<file path="src/rtl/age_track_pkg.sv">
package age_track_pkg;
  localparam int ACC_AGE_W  = 4;  // counter width used in access-count mode
  localparam int MISS_AGE_W = 3;  // effective width in miss-count mode
  typedef enum logic {COUNT_ACCESS = 1'b0, COUNT_MISS = 1'b1} count_mode_e;
endpackage

</file>
<file path="src/rtl/lat_way_state.sv">
module lat_way_state #(
  parameter int CW     = 2,
  parameter int AGE_W  = 4,
  parameter int MISS_W = 3
) (
  input  logic             clk,
  input  logic             rst,
  input  logic             count_miss,
  input  logic             acc_valid,
  input  logic [CW-1:0]    acc_core,
  input  logic             acc_hit,
  input  logic             sel,
  output logic             valid_q,
  output logic [CW-1:0]    owner_q,
  output logic [AGE_W-1:0] age_q
);
  import age_track_pkg::*;
  localparam logic [AGE_W-1:0] ACC_MAX  = {AGE_W{1'b1}};
  localparam logic [AGE_W-1:0] MISS_MAX = AGE_W'((1 << MISS_W) - 1);

  logic [AGE_W-1:0] limit;
  logic             mine;
  logic             tick;
  logic             advance;

  assign limit   = (count_mode_e'(count_miss) == COUNT_MISS) ? MISS_MAX : ACC_MAX;
  assign mine    = valid_q && (owner_q == acc_core);
  assign tick    = (count_mode_e'(count_miss) == COUNT_ACCESS) || !acc_hit;
  assign advance = acc_valid && !sel && mine && tick && (age_q < limit);

  always_ff @(posedge clk) begin
    if (rst) begin
      valid_q <= 1'b0;
      owner_q <= '0;
      age_q   <= '0;
    end else if (acc_valid && sel) begin
      age_q <= '0;
      if (!acc_hit) begin
        valid_q <= 1'b1;
        owner_q <= acc_core;
      end
    end else if (advance) begin
      age_q <= age_q + 1'b1;
    end
  end

  // a foreign core's access never moves this line's age
  assert_foreign_hold_R4: assert property (@(posedge clk) disable iff (rst)
    (acc_valid && !sel && owner_q != acc_core) |=> (age_q == $past(age_q)));
  // a saturated counter stays at the top unless the line itself is touched
  assert_no_wrap_R7: assert property (@(posedge clk) disable iff (rst)
    (age_q == ACC_MAX && !(acc_valid && sel)) |=> (age_q == ACC_MAX));
  // in miss counting, hits do not age the other lines
  assert_miss_mode_hold_R8: assert property (@(posedge clk) disable iff (rst)
    (count_miss && acc_valid && acc_hit && !sel) |=> $stable(age_q));
  // an idle cycle changes nothing
  assert_idle_hold_R10: assert property (@(posedge clk) disable iff (rst)
    !acc_valid |=> ($stable(age_q) && $stable(valid_q) && $stable(owner_q)));
  // a fill leaves a valid line at age zero
  assert_fill_fresh_R2: assert property (@(posedge clk) disable iff (rst)
    (acc_valid && sel && !acc_hit) |=> (valid_q && age_q == '0));
endmodule

</file>
<file path="src/rtl/lat_core_recency.sv">
module lat_core_recency #(
  parameter int CORES = 4,
  parameter int CW    = 2
) (
  input  logic          clk,
  input  logic          rst,
  input  logic          acc_valid,
  input  logic [CW-1:0] acc_core,
  output logic [CW-1:0] order_q [CORES]
);
  logic [CW-1:0] order_d [CORES];
  int            pos;

  always_comb begin
    pos = CORES - 1;
    for (int k = CORES - 1; k >= 0; k--) begin
      if (order_q[k] == acc_core) pos = k;
    end
    order_d[0] = acc_core;
    for (int k = 1; k < CORES; k++) begin
      order_d[k] = (k <= pos) ? order_q[k-1] : order_q[k];
    end
  end

  always_ff @(posedge clk) begin
    if (rst) begin
      for (int k = 0; k < CORES; k++) order_q[k] <= CW'(k);
    end else if (acc_valid) begin
      for (int k = 0; k < CORES; k++) order_q[k] <= order_d[k];
    end
  end

  // the accessing core becomes the most recent
  assert_mru_front_R9: assert property (@(posedge clk) disable iff (rst)
    acc_valid |=> (order_q[0] == $past(acc_core)));
  // the last slot only changes if its core was touched or shifted out
  assert_tail_R9: assert property (@(posedge clk) disable iff (rst)
    (acc_valid && order_q[0] == acc_core) |=> $stable(order_q[CORES-1]));
endmodule

</file>
<file path="src/rtl/line_age_tracker.sv">
module line_age_tracker #(
  parameter int WAYS   = 4,
  parameter int CORES  = 4,
  parameter int AGE_W  = age_track_pkg::ACC_AGE_W,
  parameter int MISS_W = age_track_pkg::MISS_AGE_W,
  localparam int CW    = $clog2(CORES),
  localparam int WW    = $clog2(WAYS)
) (
  input  logic                  clk,
  input  logic                  rst,
  input  logic                  count_miss,
  input  logic                  acc_valid,
  input  logic [CW-1:0]         acc_core,
  input  logic                  acc_hit,
  input  logic [WW-1:0]         acc_way,
  output logic                  gap_valid,
  output logic [AGE_W-1:0]      gap_value,
  output logic [CW-1:0]         gap_core,
  output logic [WAYS-1:0]       line_valid,
  output logic [WAYS*CW-1:0]    line_owner,
  output logic [WAYS*AGE_W-1:0] line_age,
  output logic [CORES*CW-1:0]   rec_order
);
  logic [AGE_W-1:0] age_arr   [WAYS];
  logic [CW-1:0]    owner_arr [WAYS];
  logic [CW-1:0]    order_arr [CORES];

  for (genvar w = 0; w < WAYS; w++) begin : g_way
    lat_way_state #(.CW(CW), .AGE_W(AGE_W), .MISS_W(MISS_W)) u_way (
      .clk        (clk),
      .rst        (rst),
      .count_miss (count_miss),
      .acc_valid  (acc_valid),
      .acc_core   (acc_core),
      .acc_hit    (acc_hit),
      .sel        (acc_way == WW'(w)),
      .valid_q    (line_valid[w]),
      .owner_q    (owner_arr[w]),
      .age_q      (age_arr[w])
    );
    assign line_owner[w*CW +: CW]       = owner_arr[w];
    assign line_age[w*AGE_W +: AGE_W]   = age_arr[w];
  end

  lat_core_recency #(.CORES(CORES), .CW(CW)) u_rec (
    .clk       (clk),
    .rst       (rst),
    .acc_valid (acc_valid),
    .acc_core  (acc_core),
    .order_q   (order_arr)
  );

  for (genvar k = 0; k < CORES; k++) begin : g_ord
    assign rec_order[k*CW +: CW] = order_arr[k];
  end

  always_ff @(posedge clk) begin
    if (rst) begin
      gap_valid <= 1'b0;
      gap_value <= '0;
      gap_core  <= '0;
    end else begin
      gap_valid <= acc_valid && acc_hit;
      if (acc_valid && acc_hit) begin
        gap_value <= age_arr[acc_way];
        gap_core  <= acc_core;
      end
    end
  end

  // every hit produces a gap strobe carrying the pre-hit age
  assert_gap_strobe_R5: assert property (@(posedge clk) disable iff (rst)
    (acc_valid && acc_hit) |=> (gap_valid && gap_value == $past(age_arr[acc_way])));
  // no strobe without a hit
  assert_gap_quiet_R6: assert property (@(posedge clk) disable iff (rst)
    !(acc_valid && acc_hit) |=> !gap_valid);
endmodule

</file>
<file path="config.mk">
export PLATFORM = sky130hd
export DESIGN_NAME = line_age_tracker
export DESIGN_NICKNAME = d
export VERILOG_FILES = /design/src/rtl/age_track_pkg.sv /design/src/rtl/lat_way_state.sv /design/src/rtl/lat_core_recency.sv /design/src/rtl/line_age_tracker.sv
export SDC_FILE = /design/constraint.sdc
export NUM_CORES = 1
export LEC_CHECK = 0
export BUFFER_PORTS_ARGS = -buffer_cell sky130_fd_sc_hd__buf_4
export CORE_ASPECT_RATIO = 1.5
export CORE_MARGIN = 2
export CORE_UTILIZATION = 55
export CTS_BUF_LIST = sky130_fd_sc_hd__clkbuf_8
export DETAILED_ROUTE_END_ITERATION = 8
export GPL_TIMING_DRIVEN = 0
export HOLD_SLACK_MARGIN = 0.05
export PLACE_DENSITY = 0.87
export SETUP_SLACK_MARGIN = 0.5
export SYNTH_ARGS = -nofsm -noshare
export SYNTH_HDL_FRONTEND = slang
export SYNTH_HIERARCHICAL = 1
export SYNTH_SLANG_ARGS = --single-unit
</file>
<file path="constraint.sdc">
create_clock -name clk -period 2.28 [get_ports clk]
set_clock_uncertainty 0.1 [all_clocks]
set_input_delay 0.228 -clock clk [delete_from_list [all_inputs] [get_ports clk]]
set_output_delay 0.228 -clock clk [all_outputs]
set_load 0.05 [all_outputs]
</file>
==> results of run 1 <==
==> metal layers <==
layer  part of all wire [%]  track usage, %  vias up
li1                       -               -      991
met1                     37            25.2      989
met2                     55            47.7       75
met3                    5.8            5.25       13
met4                    2.6            10.5        0
met5                      0               0        -
==> state kept, by name, summed over array words and instances, names as in the netlist <==
| register | cells |
|---|---|
| gap_valid | 1 |
| g_way.u_way/age_q | 16 |
| g_way.u_way/valid_q | 4 |
| gap_core | 2 |
| gap_value | 4 |
| u_rec/order_q | 8 |
| g_way.u_way/owner_q | 8 |
==> cell type report <==
| class | count | area share, % |
|---|---|---|
| buffer | 3 | 0.686 |
| clock buffer | 5 | 2.36 |
| clock inverter | 3 | 0.515 |
| inverter | 9 | 1.16 |
| multi-input combinational | 179 | 46.8 |
| sequential | 43 | 30.4 |
| tap | 45 | 1.93 |
| timing repair buffer | 63 | 16.2 |
==> final timing paths <==
path                      startpoint                        end  slack, ns  cells past startpoint
min reg2reg             gap_value[1]               gap_value[1]       0.36                      2
max reg2reg  g_way[1].u_way/age_q[3]    g_way[1].u_way/age_q[3]       0.48                      5
max          g_way[1].u_way/age_q[3]    g_way[1].u_way/age_q[3]       0.48                      5
min                              rst  g_way[3].u_way/owner_q[1]       0.18                      2
==> cells by family (layout without fill, tap and decap cells) <==
logic type / Yosys count / count (layout)
AO/OA/AOI/OAI: 51 / 51
XOR/XNOR: 14 / 14
adder cells (fa/ha/maj): 8 / 8
buffers and inverters: 12 / 83
flip-flops: 43 / 43
multiplexers: 18 / 18
AND/OR/NAND/NOR: 88 / 88
==> metrics by stage <==
step	cell area [um2]	total power, mW	std cells	util, %	setup slack (ns)
after floorplan	2220	0.974	234	-	0.525
after global routing	2920	1.59	350	75.0	0.456
after global placement	2640	1.06	328	67.9	0.469
after CTS	2770	1.53	342	71.2	0.494
after detailed placement	2640	1.06	328	67.9	0.428
final	2920	1.53	350	75.0	0.480
==> report_power, final <==
group	switching, mW	total [mW]	internal (mW)
logic	0.179	0.270	0.0906
registers	0.0188	0.786	0.767
clock network	0.264	0.474	0.210
==> repair_timing <==
action | 4_1_cts | 5_1_grt
endpoints found under the setup margin | 4 | 11
cloned | 0 | 0
pin swaps | 5 | 13
buffers inserted | 6 | 8
resized for setup | 0 | 17
endpoints found under the hold margin | 0 | 0
==> layout by cell type, fill, tap and decap left out, types with 3 or more instances in the layout <==
cell / synthesis / routed
o21ai_0: 8 / 8
dfxtp_1: 43 / 31
and2_1: 5 / 5
nand3_1: 18 / 18
xnor2_1: 10 / 10
o31ai_1: 8 / 7
a21oi_2: 1 / 4
and3_2: 4 / 4
ha_1: 8 / 4
a21oi_1: 27 / 24
mux4_2: 4 / 4
mux2i_1: 14 / 14
xor2_1: 3 / 3
nor2_1: 19 / 19
or4_1: 8 / 6
inv_1: 9 / 9
dfxtp_2: 0 / 8
a21o_2: 4 / 4
ha_4: 0 / 4
or3_2: 4 / 4
nand2_1: 15 / 15
clkbuf_8: 0 / 5
nand3b_1: 4 / 4
dfxtp_4: 0 / 4
buf_4: 0 / 63
and4bb_1: 4 / 3
clkinv_2: 0 / 3
==> results.txt, run 1 <==
----------------------------------------------------
[Run status]
  Result of the run ... finished, final reports clean

[Floorplanning]
  Total number of placement rows ... 28
  Die Y-Extent ... 81.3 um
  Die Footprint ... 4510 um2
  Width of the chip ... 55.5 um
  Initial core utilization ... 56.3%
  Boundary Pins ... 52
  Core area ... 3890 um2

[Yosys]
  Synth Area in Adders ... 4.57%
  Main combinational cell family by area after synthesis ... simple AND/OR/NAND/NOR gates
  Synthesized-area fraction occupied by and/or/nand/nor cells ... 23.2%
  Number of nets in the synthesized netlist ... 251
  Yosys warnings ... 6
  Most used standard cells in the synthesized netlist ... dfxtp_1, a21oi_1, nor2_1
  Number of register bits inferred by synthesis ... 43
  Share of the synthesized area in compound gates (AO/OA/AOI/OAI) ... 14.0%
  Main area contributors after synthesis ... dfxtp_1, mux2i_1, a21oi_1, ha_1, nand3_1
  Share of synthesized area spent on multiplexers ... 10.5%
  Post-Synth XOR/XNOR Area ... 5.94%
  Main flop type after synthesis ... dfxtp_1
  Cell accounting for the most synthesized area ... dfxtp_1
  Fraction of synthesized cell area taken by the top area cell type ... 39.3%
  Avg Cell Area, Syn ... 9.36 um2
  Count of cell types in the netlist ... 32
  Fraction of the yosys area taken by sequential cells ... 39.3%
  Cell area after synthesis ... 2190 um2
  Proportion of synthesized flip-flops having asynchronous set or reset ... 0%
  EDFF count, synth ... 0
  Most common cell in the synthesized netlist ... dfxtp_1
  Instance count of the mapped netlist ... 234

[Detailed routing]
  Number of routed nets with antenna violations ... 0
  Routed WL per cell ... 16.3 um
  Remaining routing DRC violations ... 0
  Via count ... 2,068
  Via/cell ratio ... 5.91
  Drt first pass iters ... 4
  DRT Wirelength ... 5700 um
  Starting DRC count in detailed routing ... 82

[Clock network]
  CTS Hold Bufs ... 0
  TritonCTS clock tree ... built
  Buffer type at the clock tree root ... clkbuf_8
  Clock-pin slew on the worst setup and hold paths ... 0.08 ns
  Sinks on Clock Net ... 43
  Maximum count of clock buffers along a single path ... 2
  Number of buffers added by the clock tree synthesis step ... 5
  Clock latency on the worst-skew pair ... 0.29 ns
  H-tree depth ... 2

[Power and ir drop]
  Pleak ... 1.22 nW
  Power per unit of standard cell area ... 524 nW/um2
  Worst VDD drop ... 484 uV

[GRT]
  Initial antenna violation count ... 0
  GRT Total Usage ... 24.6%
  Global-route wire length before repair ... 8690 um
  Overflow left after global routing ... 0
  Largest net degree at the start of global routing ... 25
  Number of global-route vias before repair ... 1,964

[Critical path]
  Kind of end point of the critical path ... flop
  Crit path required time ... 2.41 ns
  Slowest stage cell on the critical path ... or4_1
  Critical path cell sequence ... ha_4 > and4bb_1 > nand3_4 > or4_1 > a21oi_1
  Delay of the slowest critical-path stage ... 0.54 ns
  Worst path bufs/invs ... 0
  Critical path peak fanout ... 7
  Worst Path Arrival ... 1.93 ns
  Setup CP Type ... flop to flop
  Cell family contributing the most delay on the critical path ... simple AND/OR/NAND/NOR gates
  Crit path launch type ... flop

[Placement]
  Half-perimeter wire length after detailed placement ... 3880 um
  Count of input and output buffers ... 49
  RePlAce Congestion ... 0.820

[Cells and area]
  Share of final-layout standard cells stronger than drive strength 1 ... 39.0%
  Layout Area Growth over Synthesis ... 33.2%
  Number of fillers in the final layout ... 263
  Final nets ... 321
  Multi-input gate area in the final layout ... 1370 um2
  Ant diodes ... 0
  Sequential Area ... 886 um2

[STA]
  Count of final hold-check violations ... 0
  Hold Slack ... 0.177 ns
  RSZ-0062 raised after global routing ... true
  Worst slew pin tran ... 0.407 ns
  Clock period minus final worst setup slack ... 1.80 ns
  Setup Total Neg Slack ... 0 ns
  Worst slew slack as a fraction of its limit ... 72.9%
  Count of pins over their slew limit ... 0
  Final period util ... 79.0%
  Max Fclk ... 555 MHz
  Setup Viol. Count Final ... 0

[Run]
  Max Cap Viol ... 0

[Worst hold path]
  Type of the worst min-delay path ... primary input to flop

----------------------------------------------------
Power figures use the tool's default switching activity.
==> inputs of run 2 (changes only) <==
--- a/config.mk
+++ b/config.mk
@@ -5,15 +5,16 @@
 export SDC_FILE = /design/constraint.sdc
 export NUM_CORES = 1
 export LEC_CHECK = 0
+export ABC_AREA = 1
 export BUFFER_PORTS_ARGS = -buffer_cell sky130_fd_sc_hd__buf_4
 export CORE_ASPECT_RATIO = 1.5
 export CORE_MARGIN = 2
-export CORE_UTILIZATION = 55
+export CORE_UTILIZATION = 57
 export CTS_BUF_LIST = sky130_fd_sc_hd__clkbuf_8
 export DETAILED_ROUTE_END_ITERATION = 8
 export GPL_TIMING_DRIVEN = 0
 export HOLD_SLACK_MARGIN = 0.05
-export PLACE_DENSITY = 0.87
+export PLACE_DENSITY = 0.88
 export SETUP_SLACK_MARGIN = 0.5
 export SYNTH_ARGS = -nofsm -noshare
 export SYNTH_HDL_FRONTEND = slang
==> constraint.sdc (replaced) <==
create_clock -name clk -period 1.75 [get_ports clk]
set_clock_uncertainty 0.1 [all_clocks]
set_input_delay 0.175 -clock clk [delete_from_list [all_inputs] [get_ports clk]]
set_output_delay 0.175 -clock clk [all_outputs]
set_load 0.05 [all_outputs]
==> results.txt, run 2 <==
----------------------------------------------------
[Run status]
  Result of the run ... finished, final reports clean

[Yosys]
  Count of cell types in the netlist ... 22
  Cell accounting for the most synthesized area ... dfxtp_1
  Proportion of synthesized flip-flops having asynchronous set or reset ... 0%
  Number of register bits inferred by synthesis ... 43
  Main flop type after synthesis ... dfxtp_1
  Fraction of the yosys area taken by sequential cells ... 34.4%
  Cell area after synthesis ... 2500 um2
  Main area contributors after synthesis ... dfxtp_1, nand2_1, nand3_1, nor2_1, inv_1
  Number of nets in the synthesized netlist ... 401
  Most common cell in the synthesized netlist ... nand2_1
  Instance count of the mapped netlist ... 384
  Avg Cell Area, Syn ... 6.52 um2
  Most used standard cells in the synthesized netlist ... nand2_1, nor2_1, nand3_1
  Fraction of synthesized cell area taken by the top area cell type ... 34.4%
  EDFF count, synth ... 0
  Yosys warnings ... 6

[Power and ir drop]
  Worst VDD drop ... 600 uV
  Switching power ... 718 uW
  Relative contribution of combinational cells to total power ... 22.5%
  Clock power share ... 30.0%
  Power per unit of standard cell area ... 631 nW/um2
  Pleak ... 1.54 nW
  Design internal power ... 1.45 mW
  Register share of total power ... 47.5%
  Switching share of power ... 33.1%

[Critical path]
  Worst Path Arrival ... 1.44 ns
  Reg-to-reg endpoint ... g_way[3].u_way/age_q[0]
  Setup CP Type ... flop to flop
  Critical path peak fanout ... 4
  Crit path launch type ... flop
  Kind of end point of the critical path ... flop
  Crit path required time ... 1.88 ns
  Slack of the worst reg-to-reg path ... 0.44 ns
  Reg2reg path depth ... 7
  Critical register-to-register path startpoint ... g_way[3].u_way/age_q[3]

[Placement]
  RePlAce Congestion ... 0.844
  Half-perimeter wire length after detailed placement ... 4690 um
  Count of input and output buffers ... 51

[Detailed routing]
  Wire length the detailed router placed on met1 ... 2480 um
  Via/cell ratio ... 5.49
  Remaining routing DRC violations ... 0
  Met3 routed wirelength ... 391 um
  Drt first pass iters ... 4
  Number of routed nets with antenna violations ... 0
  Routed WL per cell ... 14.0 um
  Metal2 WL ... 3900 um
  Top layer used by detailed routing ... met4
  Starting DRC count in detailed routing ... 142
  Via count ... 2,722
  DRT Wirelength ... 6960 um

[Clock network]
  H-tree depth ... 2
  Maximum count of clock buffers along a single path ... 2
  Number of buffers added by the clock tree synthesis step ... 5
  Clock latency on the worst-skew pair ... 0.30 ns
  Sinks on Clock Net ... 43
  TritonCTS clock tree ... built
  Buffer type at the clock tree root ... clkbuf_8
  Clock-pin slew on the worst setup and hold paths ... 0.08 ns
  CTS Hold Bufs ... 0

[GRT]
  GRT Total Usage ... 27.0%
  Largest net degree at the start of global routing ... 25
  Global-route wire length before repair ... 10,500 um
  Number of global-route vias before repair ... 2,512
  Overflow left after global routing ... 0
  Initial antenna violation count ... 0

[Floorplanning]
  Die Y-Extent ... 85.2 um
  Boundary Pins ... 52
  Core area ... 4210 um2
  Width of the chip ... 58.1 um
  Total number of placement rows ... 29
  Initial core utilization ... 59.5%
  Die Footprint ... 4950 um2

[Cells and area]
  Top flop regs ... g_way.u_way/age_q: 16 flops, g_way.u_way/owner_q: 8 flops, u_rec/order_q: 8 flops
  Most common library cell in the layout ignoring fill and taps ... nand2_1
  Final nets ... 466
  Number of flip-flops in the largest register ... 16
  Commonest cells after routing, fill and taps aside ... nand2_1, buf_4, nor2_1, inv_1, nand3_1
  Register name with the most flops ... g_way.u_way/age_q
  Ant diodes ... 0
  Share of final-layout standard cells stronger than drive strength 1 ... 40.4%
  Layout Area Growth over Synthesis ... 37.5%

[STA]
  Final period util ... 74.8%
  Count of pins over their slew limit ... 0
  Worst slew slack as a fraction of its limit ... 77.1%
  Setup Total Neg Slack ... 0 ns
  Hold Slack ... 0.111 ns
  Clock period minus final worst setup slack ... 1.31 ns
  Max Fclk ... 764 MHz
  RSZ-0062 raised after global routing ... true
  Worst slew pin tran ... 0.343 ns
  Count of final hold-check violations ... 0
  Setup Viol. Count Final ... 0

[Worst hold path]
  Endpoint of the worst hold path ... g_way[3].u_way/valid_q
  Type of the worst min-delay path ... primary input to flop
  Critical hold path startpoint ... rst
  Hold depth ... 2

[Run]
  Max Cap Viol ... 0

----------------------------------------------------
==> run 2: cell count changes in the layout (fill, tap and decap cells not counted), moves of 8 or more <==
cell,delta
nand3_2,+12
nand2_1,+77
dfxtp_1,-22
nor2_2,+10
nor2_1,+28
a211oi_1,+8
nand2_2,+18
dfxtp_4,+12
inv_1,+32
a21oi_1,-10
mux2i_1,-14
nand3_1,+17
dfxtp_2,+10
xnor2_1,-10
==> run 2: what timing repair did <==
| item | in CTS | in global routing |
|---|---|---|
| pin swaps | 9 | 18 |
| setup endpoints to repair | 13 | 26 |
| resized for setup | 4 | 40 |
| buffers inserted | 5 | 2 |
==> run 2: through the flow <==
stage | power [mW] | util (%) | instances | area, um2 | setup WS [ns]
floorplan | 1.37 | - | 384 | 2690 | 0.461
global placement | 1.50 | 74.5 | 481 | 3130 | 0.294
detailed placement | 1.51 | 74.5 | 481 | 3130 | 0.254
CTS | 2.15 | 77.7 | 494 | 3270 | 0.474
global route | 2.26 | 81.8 | 496 | 3440 | 0.395
finish | 2.17 | 81.8 | 496 | 3440 | 0.441
==> run 2: layer usage <==
metal | global-route usage, % | vias to the layer above
met5 | 0 | -
li1 | - | 1359
met3 | 4.57 | 16
met1 | 28.4 | 1263
met2 | 50.7 | 84
met4 | 12.1 | 0
==> run 2: layout make-up <==
cell class | count | area, um2
plain buffers | 2 | 22.5
clock buffers | 6 | 82.6
clock inverters | 2 | 7.51
fillers | 293 | 767
inverters | 52 | 203
multi-input cells | 287 | 1690
flip-flops and latches | 43 | 943
well taps | 46 | 57.6
repair buffers | 58 | 439
==> run 2: cell families (layout without fill, tap and decap cells) <==
group,Yosys count,after routing,share of synthesized area (%)
and+or+nand+nor,234,234,42.4
xor gates and xnor gates,4,4,1.40
adders and majority gates,8,8,4.00
buffers and inverters,54,120,8.70
DFF,43,43,34.4
AOI/OAI and AO/OA,41,41,9.10
==> run 2: power by group through the flow <==
stage | Combinational, mW | Clock [mW] | Sequential, mW
floorplan | 0.191 | 0 | 1.18
global route | 0.529 | 0.695 | 1.04
CTS | 0.463 | 0.655 | 1.03
global placement | 0.450 | 0 | 1.05
finish | 0.488 | 0.652 | 1.03
detailed placement | 0.461 | 0 | 1.05
==> run 2: worst max path at each step <==
stage                           endpoint  cells after the start  slack, ns                    start
4_1_cts          g_way[3].u_way/age_q[0]                      7       0.47  g_way[3].u_way/age_q[3]
3_3_place_gp   g_way[2].u_way/owner_q[1]                      8       0.29               acc_way[1]
5_1_grt          g_way[3].u_way/age_q[2]                      7       0.39  g_way[3].u_way/age_q[3]
2_1_floorplan    g_way[2].u_way/age_q[2]                      7       0.46  g_way[2].u_way/age_q[3]
6_report         g_way[3].u_way/age_q[0]                      7       0.44  g_way[3].u_way/age_q[3]
3_5_place_dp   g_way[2].u_way/owner_q[1]                      8       0.25               acc_way[1]
==> run 2: critical path, stage by stage (launching register included) <==
cell and delay (ns):
dfxtp_4 0.36, ha_4 0.26, nand3_2 0.08, nand2_2 0.12
inv_4 0.06, nand3_4 0.07, nand2_1 0.07, a21oi_2 0.12
